**src/rtl/smic_host_seq.sv**
```systemverilog
module smic_host_seq #(
  parameter int CLK_HZ     = 125_000_000,
  parameter int TIMEOUT_MS = 2000,
  parameter int MAX_LEN    = 80,
  parameter int MAX_RETRY  = 3,
  localparam int LW = $clog2(MAX_LEN + 1)
) (
  input  logic          clk,
  input  logic          rst_n,
  input  logic          req_we,
  input  logic [LW-1:0] req_waddr,
  input  logic [7:0]    req_wdata,
  input  logic [LW-1:0] req_len,
  input  logic          start,
  input  logic [LW-1:0] rsp_raddr,
  output logic [7:0]    rsp_rdata,
  output logic [LW-1:0] rsp_len,
  output logic          rsp_trunc,
  output logic          busy,
  output logic          done,
  output logic          err,
  output logic          attn,
  output logic [1:0]    bus_addr,
  output logic          bus_rd,
  output logic          bus_wr,
  output logic [7:0]    bus_wdata,
  input  logic [7:0]    bus_rdata
);

  localparam int TO_CYC = (CLK_HZ / 1000) * TIMEOUT_MS;
  localparam int TW     = $clog2(TO_CYC + 1);
  localparam int RW     = $clog2(MAX_RETRY + 2);

  localparam int F_BSY = 0, F_ATTN = 2, F_TXR = 6, F_RXR = 7;

  localparam logic [7:0] C_GETST  = 8'h40;
  localparam logic [7:0] C_WSTART = 8'h41;
  localparam logic [7:0] C_WNEXT  = 8'h42;
  localparam logic [7:0] C_WEND   = 8'h43;
  localparam logic [7:0] C_RSTART = 8'h44;
  localparam logic [7:0] C_RNEXT  = 8'h45;
  localparam logic [7:0] C_REND   = 8'h46;
  localparam logic [7:0] S_BIT    = 8'h80;

  typedef enum logic [3:0] {
    S_IDLE, S_START, S_OPOK, S_WSTART, S_WNEXT, S_WEND,
    S_W2R, S_RSTART, S_RNEXT, S_REND, S_DEAD
  } st_t;

  typedef enum logic [2:0] {
    P_FLAGS, P_STAT, P_RDATA, P_CTRL, P_WDATA, P_SETBSY
  } ph_t;

  st_t st, nst_q, d_nst;
  ph_t ph;

  logic [7:0]    flags_q, ctrl_q, d_code;
  logic          pend_chk, pend_ctrl, pend_wr;
  logic          d_ok, d_wait, d_rd, d_chk, d_ctrl, d_wr;
  logic [TW-1:0] timer;
  logic [RW-1:0] tries;
  logic [LW-1:0] len_q, wr_pos, wr_rem, rd_pos;
  logic          done_q, err_q, attn_q, trunc_q;
  logic          active, rec, take;

  logic [7:0] req_mem [MAX_LEN];
  logic [7:0] rsp_mem [MAX_LEN];

  wire [7:0] stat = bus_rdata;

  always_comb begin
    d_ok = 1'b1; d_wait = 1'b0; d_rd = 1'b0; d_chk = 1'b0;
    d_ctrl = 1'b0; d_wr = 1'b0; d_code = C_GETST; d_nst = st;
    case (st)
      S_START: begin
        d_ctrl = 1'b1; d_code = C_GETST; d_nst = S_OPOK;
      end
      S_OPOK: begin
        if (stat != (S_BIT | C_GETST)) d_ok = 1'b0;
        else begin d_ctrl = 1'b1; d_wr = 1'b1; d_code = C_WSTART; d_nst = S_WSTART; end
      end
      S_WSTART, S_WNEXT: begin
        if (stat != (S_BIT | ((st == S_WSTART) ? C_WSTART : C_WNEXT))) d_ok = 1'b0;
        else if (!flags_q[F_TXR]) d_wait = 1'b1;
        else begin
          d_ctrl = 1'b1; d_wr = 1'b1;
          if (wr_rem == LW'(1)) begin d_code = C_WEND;  d_nst = S_WEND;  end
          else                  begin d_code = C_WNEXT; d_nst = S_WNEXT; end
        end
      end
      S_WEND: begin
        if (stat != (S_BIT | C_WEND)) d_ok = 1'b0;
        else begin d_rd = 1'b1; d_chk = 1'b1; d_nst = S_W2R; end
      end
      S_W2R: begin
        if (!flags_q[F_RXR]) d_wait = 1'b1;
        else begin d_ctrl = 1'b1; d_code = C_RSTART; d_nst = S_RSTART; end
      end
      S_RSTART: begin
        if (stat != (S_BIT | C_RSTART)) d_ok = 1'b0;
        else if (!flags_q[F_RXR]) d_wait = 1'b1;
        else begin d_rd = 1'b1; d_ctrl = 1'b1; d_code = C_RNEXT; d_nst = S_RNEXT; end
      end
      S_RNEXT: begin
        if (stat == (S_BIT | C_REND)) begin
          d_rd = 1'b1; d_ctrl = 1'b1; d_code = C_REND; d_nst = S_REND;
        end else if (stat == (S_BIT | C_RNEXT)) begin
          if (!flags_q[F_RXR]) d_wait = 1'b1;
          else begin d_rd = 1'b1; d_ctrl = 1'b1; d_code = C_RNEXT; d_nst = S_RNEXT; end
        end else d_ok = 1'b0;
      end
      S_REND: begin
        if (stat != (S_BIT | C_GETST)) d_ok = 1'b0;
        else begin d_rd = 1'b1; d_chk = 1'b1; d_nst = S_IDLE; end
      end
      default: ;
    endcase
  end

  assign active = (st != S_IDLE) && (st != S_DEAD);
  assign rec = active && ((timer == '0) ||
                          (ph == P_STAT && !d_ok) ||
                          (ph == P_RDATA && pend_chk && bus_rdata != 8'h00));
  assign take = active && !rec && ph == P_RDATA && !pend_chk && rd_pos < LW'(MAX_LEN);

  always_ff @(posedge clk or negedge rst_n) begin
    if (!rst_n) begin
      st <= S_IDLE; nst_q <= S_IDLE; ph <= P_FLAGS;
      flags_q <= '0; ctrl_q <= '0;
      pend_chk <= 1'b0; pend_ctrl <= 1'b0; pend_wr <= 1'b0;
      timer <= TW'(TO_CYC - 1); tries <= '0;
      len_q <= '0; wr_pos <= '0; wr_rem <= '0; rd_pos <= '0;
      done_q <= 1'b0; err_q <= 1'b0; attn_q <= 1'b0; trunc_q <= 1'b0;
    end else begin
      done_q <= 1'b0;
      err_q  <= 1'b0;
      case (st)
        S_IDLE: begin
          if (start) begin
            if (req_len < LW'(2) || req_len > LW'(MAX_LEN)) err_q <= 1'b1;
            else begin
              st <= S_START; ph <= P_FLAGS; tries <= '0;
              len_q <= req_len; wr_pos <= '0; wr_rem <= req_len;
              rd_pos <= '0; trunc_q <= 1'b0; timer <= TW'(TO_CYC - 1);
            end
          end else if (!bus_rdata[F_BSY]) attn_q <= bus_rdata[F_ATTN];
        end
        S_DEAD: begin
          err_q <= 1'b1;
          st <= S_IDLE;
        end
        default: begin
          if (rec) begin
            if (tries == RW'(MAX_RETRY)) st <= S_DEAD;
            else begin
              tries <= tries + 1'b1; st <= S_START;
              wr_pos <= '0; wr_rem <= len_q; rd_pos <= '0; trunc_q <= 1'b0;
            end
            ph <= P_FLAGS;
            timer <= TW'(TO_CYC - 1);
          end else begin
            timer <= timer - 1'b1;
            case (ph)
              P_FLAGS: begin
                flags_q <= bus_rdata;
                if (!bus_rdata[F_BSY]) ph <= P_STAT;
              end
              P_STAT: begin
                if (d_wait) ph <= P_FLAGS;
                else begin
                  pend_chk <= d_chk; pend_ctrl <= d_ctrl; pend_wr <= d_wr;
                  nst_q <= d_nst; ctrl_q <= d_code;
                  ph <= d_rd ? P_RDATA : P_CTRL;
                end
              end
              P_RDATA: begin
                if (!pend_chk) begin
                  if (rd_pos < LW'(MAX_LEN)) rd_pos <= rd_pos + 1'b1;
                  else trunc_q <= 1'b1;
                end
                if (pend_ctrl) ph <= P_CTRL;
                else begin
                  st <= nst_q; ph <= P_FLAGS; timer <= TW'(TO_CYC - 1);
                  if (nst_q == S_IDLE) done_q <= 1'b1;
                end
              end
              P_CTRL: ph <= pend_wr ? P_WDATA : P_SETBSY;
              P_WDATA: begin
                wr_pos <= wr_pos + 1'b1;
                wr_rem <= wr_rem - 1'b1;
                ph <= P_SETBSY;
              end
              P_SETBSY: begin
                st <= nst_q; ph <= P_FLAGS; timer <= TW'(TO_CYC - 1);
              end
              default: ph <= P_FLAGS;
            endcase
          end
        end
      endcase
    end
  end

  always_ff @(posedge clk) begin
    if (req_we && req_waddr < LW'(MAX_LEN)) req_mem[req_waddr] <= req_wdata;
    if (take) rsp_mem[rd_pos] <= bus_rdata;
  end

  assign bus_rd = (st == S_IDLE) || (active && (ph == P_FLAGS || ph == P_STAT || ph == P_RDATA));
  assign bus_wr = active && (ph == P_CTRL || ph == P_WDATA || ph == P_SETBSY);

  always_comb begin
    bus_addr  = 2'd2;
    bus_wdata = 8'h00;
    if (active) begin
      case (ph)
        P_STAT:   bus_addr = 2'd1;
        P_RDATA:  bus_addr = 2'd0;
        P_CTRL:   begin bus_addr = 2'd1; bus_wdata = ctrl_q; end
        P_WDATA:  begin bus_addr = 2'd0; bus_wdata = req_mem[wr_pos]; end
        P_SETBSY: begin bus_addr = 2'd2; bus_wdata = flags_q | 8'h01; end
        default:  bus_addr = 2'd2;
      endcase
    end
  end

  assign rsp_rdata = (rsp_raddr < LW'(MAX_LEN)) ? rsp_mem[rsp_raddr] : 8'h00;
  assign rsp_len   = rd_pos;
  assign rsp_trunc = trunc_q;
  assign busy      = st != S_IDLE;
  assign done      = done_q;
  assign err       = err_q;
  assign attn      = attn_q;

endmodule

```
**config.mk**
```make
export PLATFORM = sky130hd
export DESIGN_NAME = smic_host_seq
export DESIGN_NICKNAME = d
export VERILOG_FILES = /design/src/rtl/smic_host_seq.sv
export SDC_FILE = /design/constraint.sdc
export NUM_CORES = 1
export LEC_CHECK = 0
export ABC_AREA = 1
export BUFFER_PORTS_ARGS = -buffer_cell sky130_fd_sc_hd__buf_4
export CAP_MARGIN = 10
export CORE_ASPECT_RATIO = 0.9
export CORE_UTILIZATION = 50
export CTS_CLUSTER_SIZE = 16
export DETAILED_ROUTE_END_ITERATION = 16
export PLACE_DENSITY = 0.66
export REMOVE_ABC_BUFFERS = 1
export SETUP_SLACK_MARGIN = 0.1
export SYNTH_ARGS = -nofsm -noshare
export SYNTH_HDL_FRONTEND = slang
export SYNTH_SLANG_ARGS = --single-unit
```
**constraint.sdc**
```tcl
create_clock -name clk -period 4.4 [get_ports clk]
set_clock_uncertainty 0.1 [all_clocks]
set_input_delay 0 -clock clk [delete_from_list [all_inputs] [get_ports clk]]
set_output_delay 0 -clock clk [all_outputs]
set_load 0.05 [all_outputs]
```
==> results by stage <==
Route:
- The number of nets still failing antenna checks after routing is 0.
- The average via count per standard cell is roughly 6.0.
- The routed wire length per instance is roughly 23 um.
- The detailed router finished its first iteration with around 5300 violations.
- Detailed routing inserted a total of between 30000 and 40000 vias.
- The routed wire length is 148000 um.
- The total iterations of the first detailed-routing run is 12.
- After detailed routing, the number of remaining DRC violations is 4.

Clock tree:
- For the worst-skew pair, the clock arrives at the later sink with an insertion delay of between 700 and 800 ps.
- The H-tree depth is 4.
- The TritonCTS buffer count is 140.
- The root buffer selected by CTS is clkbuf_16.
- The clock transition at the registers of the reported paths is 60 ps.
- The count of clock tree sinks is 1368.
- The maximum buffer depth of the clock tree is 3.
- TritonCTS built the clock tree.

Placement:
- At the end of routability-driven placement, the weighted congestion stood at approximately 0.92.
- Timing analysis after detailed placement gives a worst setup slack of 786 ps.
- The half-perimeter wire length of the detailed placement result is between 80000 and 90000 um.
- Port buffering added 72 buffers.

Cells and area:
- The post-synthesis to final-layout area growth is 12.9%.
- The number of antenna repair diodes is 0.
- The area taken by flip-flops and latches is 40700 um^2.
- The share of cells above drive strength 1 is 0.0906.
- The fill cell total of the finished layout is 8837.
- The number of nets in the final layout is between 4000 and 5000.
- Measured on the finished design, the core utilization comes to 0.570.
- The multi-input combinational cells in the finished layout cover a total of between 10000 and 15000 um^2.

Power:
- The analysis attributes to cell leakage a power of approximately 21 nW.
- The internal power is about 23 mW.
- Of the total power, the clock network draws 0.356.
- The share of power burned in combinational logic is 0.204.
- For this design the ratio of total power to cell area is about 530 nW/um^2.
- The register share of total power is 0.440.
- In this run the power spent charging and discharging nets is approximately 10 mW.
- The switching power as a share of total power is 0.305.
- Across the VDD grid, the largest voltage drop is approximately 0.44 mV.

Synthesis:
- Of all flip-flops after synthesis, the portion carrying an async set or reset was 0.0643.
- The post-synthesis cell count is between 4000 and 5000.
- By area, the combinational part of the netlist is dominated by simple AND/OR/NAND/NOR gates.
- Of the total synthesized cell area, the portion taken by AND, OR, NAND and NOR gates is 0.123.
- After synthesis, the mean cell area works out to between 10 and 15 um^2.
- The area fraction in compound gates after synthesis was 0.117.
- The fraction of synthesized cell area taken by the top area cell type is 0.684.
- Sorting the synthesized cells by area gives the leading types as edfxtp_1 (68%), nor2_1 (6.9%), o21ai_0 (6.3%).
- The cell type with the largest total area after synthesis is edfxtp_1.
- For this run, the leading register cell type out of synthesis is edfxtp_1.
- The adder-cell area share of the yosys netlist is 0.00156.
- In this run the cell area of the synthesized design comes to between 50000 and 60000 um^2.
- Of the total synthesized cell area, the portion taken by XOR and XNOR cells is 0.00405.
- Counting flops with a built-in enable in the synthesized netlist gives between 1000 and 1500.
- After synthesis, the netlist uses 47 different library cells.
- The warning count from the yosys run is 0.
- After synthesis, the share of cell area in mux cells is 0.00107.
- In this run, synthesis produced a sequential element count of approximately 1400.
- For this run, the register share of the synthesized area comes to 0.723.

Timing:
- The final number of hold-violating endpoints is 0.
- The time the worst path needs with I/O delays and setup is roughly 4200 ps.
- The worst-margin pin slew is between 1000 and 1500 ps.
- The maximum frequency from static timing analysis is around 240 MHz.
- The post-layout worst setup margin is ~240 ps.
- The final-report setup violation count is 0.
- The worst slew margin relative to its limit is 0.224.
- In the finished design, the share of the clock period the worst path needs comes to 0.946.
- Setup repair after global routing left no endpoint under its margin.
- The number of slew-limit violations in the final report is 0.
- The sum of negative setup slack is 0 ps.

Worst setup path:
- Data on the critical path is required at its endpoint by between 4000 and 5000 ps.
- The classification of the worst setup path is reg -> out.
- Together, buffers and inverters on the worst path number 2.
- The nature of the critical path endpoint is an output port.
- The most numerous cell on the critical path is nand3_1.
- The delay of the slowest cell on the worst path is about 600 ps.
- The startpoint class of the critical path is a flip-flop.
- The cell family contributing the most delay on the critical path is simple AND/OR/NAND/NOR gates.
- The signal on the critical path passes through buf_12, o21ai_0, o211ai_1, nand3_1, nand3_1, nand3_1, nand3_1, nand2_1, a21oi_1, buf_4.
- In this run the worst path has a maximum fanout of 181.
- Data on the critical path arrives at its endpoint at between 4000 and 5000 ps.
- The cell at the slowest stage of the critical path is buf_12.

Job:
- Max-cap violations in this run came to 0.

Floorplan:
- The core area is approximately 110000 um^2.
- In this run the count of I/O pins placed on the die edge is 73.
- The x dimension of the die is between 300 and 400 um.
- Row generation in the floorplan step produced around 120 rows.
- The starting density of the core is 0.505.
- The chip height is ~320 um.
- The floorplan step defined a die boundary enclosing between 100000 and 150000 um^2.

GRT:
- Entering global routing, the biggest net connects 182 pins.
- The overflow left after global routing is 0.
- The global-route wire length before repair is approximately 220000 um.
- The number of antenna violations at the first check in global routing is 4.
- Across every metal layer, demand over resource in global routing totals 0.260.
- The number of global-route vias before repair is about 36000.

Outcome:
- The flow ran to the end, but the final reports show violations.
- The final reports fail on design-rule violations.

Hold path:
- The worst hold path belongs to the class in -> reg.
==> state kept, by name, summed over array words and instances, names as in the netlist, 7 cells and up <==
name     flops
flags_q      7
len_q        7
req_mem    640
rsp_len      7
rsp_mem    640
timer       28
wr_pos       7
wr_rem       7
==> power by group through the flow <==
stage                     Combinational, mW  Sequential, mW  Clock [mW]
after floorplan                        3.96            15.3           0
after global placement                 6.60            15.0           0
after detailed placement               6.64            15.0           0
after CTS                              6.76            14.7        12.0
after global routing                   7.51            14.7        12.5
final                                  6.83            14.7        11.9
==> cells in the mapped netlist, types with 5 or more instances <==
| cell type | number |
|---|---|
| buf_1 | 10 |
| mux2i_1 | 6 |
| o211ai_1 | 102 |
| nor2_2 | 10 |
| buf_2 | 42 |
| o22ai_1 | 83 |
| a21oi_1 | 70 |
| dfstp_2 | 19 |
| o221ai_1 | 120 |
| xnor2_1 | 8 |
| or2_2 | 5 |
| a31oi_1 | 11 |
| nand2_1 | 368 |
| xor2_1 | 18 |
| inv_2 | 12 |
| nand4_1 | 26 |
| clkinv_1 | 10 |
| nand3_1 | 214 |
| nand2_2 | 9 |
| ha_1 | 7 |
| o21ai_0 | 712 |
| edfxtp_1 | 1280 |
| a22oi_1 | 18 |
| o21ai_1 | 9 |
| inv_1 | 119 |
| nor3_1 | 22 |
| nor2_1 | 1028 |
| clkbuf_1 | 228 |
| dfrtp_1 | 69 |
==> worst reg2reg max path, cell delays in order, from the launching register on <==
cell and delay, ps:
dfstp_2 530, inv_1 60, ha_1 210, inv_1 70, nor3_1 80, nand4_1 130
nor2_1 70, nor2_1 170, nand2_4 120, nor2_4 160, nand4_2 100, buf_4 210
nor2_2 170, nand2_2 340, nor2_1 740
==> routing by layer <==
layer	routed length (um)	GRT usage	part of all wire	vias to the layer above
met5	23	0	0.00015	-
met4	4690	0.0910	0.032	4
met3	14100	0.0492	0.095	285
met2	65800	0.382	0.44	1864
met1	63800	0.388	0.43	18600
li1	-	-	-	17200
==> per-stage QoR <==
stage | area (um^2) | power, mW | hold WS (ps) | std cells
2_1_floorplan | 55100 | 19.2 | -396 | 4387
3_3_place_gp | 58300 | 21.6 | -71.4 | 6028
3_5_place_dp | 58300 | 21.6 | -75.7 | 6028
4_1_cts | 63500 | 33.5 | 6.31 | 6333
5_1_grt | 63500 | 34.7 | 52.2 | 6334
6_report | 63500 | 33.4 | 43.6 | 6334
==> cells by family (layout without fill, tap and decap cells) <==
family,count (synthesis),in the layout
fa+ha+maj,7,7
mux,6,6
simple gates,1703,1703
buf+inv,424,613
flops,1368,1368
xor+xnor,26,26
compound gates,1136,1136
==> area by class of cell <==
class,count,share of cell area
multi-input cells,2878,0.219
inverters,141,0.00863
repair buffers,221,0.0302
well taps,1475,0.0291
flip-flops and latches,1368,0.641
clock inverters,80,0.0136
clock buffers,171,0.0588
==> worst paths after layout <==
check / cells past startpoint / start / slack, ps / to
min in group asynchronous: 4 / rst_n / 250 / wr_pos[1]
min reg2reg: 2 / ctrl_q[6] / 350 / ctrl_q[6]
max reg2reg: 14 / timer[0] / 770 / rsp_mem[36][0]
min: 2 / bus_rdata[7] / 40 / rsp_mem[1][7]
max in group asynchronous: 4 / rst_n / 3330 / timer[10]
max: 10 / wr_pos[1] / 240 / bus_wdata[7]
==> layout by cell type, fill, tap and decap left out, drive strengths merged <==
master,count
a211oi,1
a21oi,71
a22oi,18
a31oi,11
a32o,4
and2,1
buf,167
bufinv,14
clkbuf,172
clkinv,69
clkinvlp,5
dfrtp,69
dfstp,19
dlygate4sd3,53
edfxtp,1280
ha,7
inv,133
mux2i,6
nand2,380
nand3,218
nand3b,3
nand4,27
nor2,1042
nor3,23
nor4,2
o2111ai,2
o211ai,102
o21a,1
o21ai,721
o221ai,120
o22ai,83
o31ai,2
or2,7
xnor2,8
xor2,18
==> repair_timing <==
action                                  in CTS  in global routing
endpoints found under the setup margin       0                  2
endpoints found under the hold margin     1208                  0
resized for setup                            0                  1
buffers inserted                             0                  1
hold buffers                                54                  0
Power figures use the tool's default switching activity.
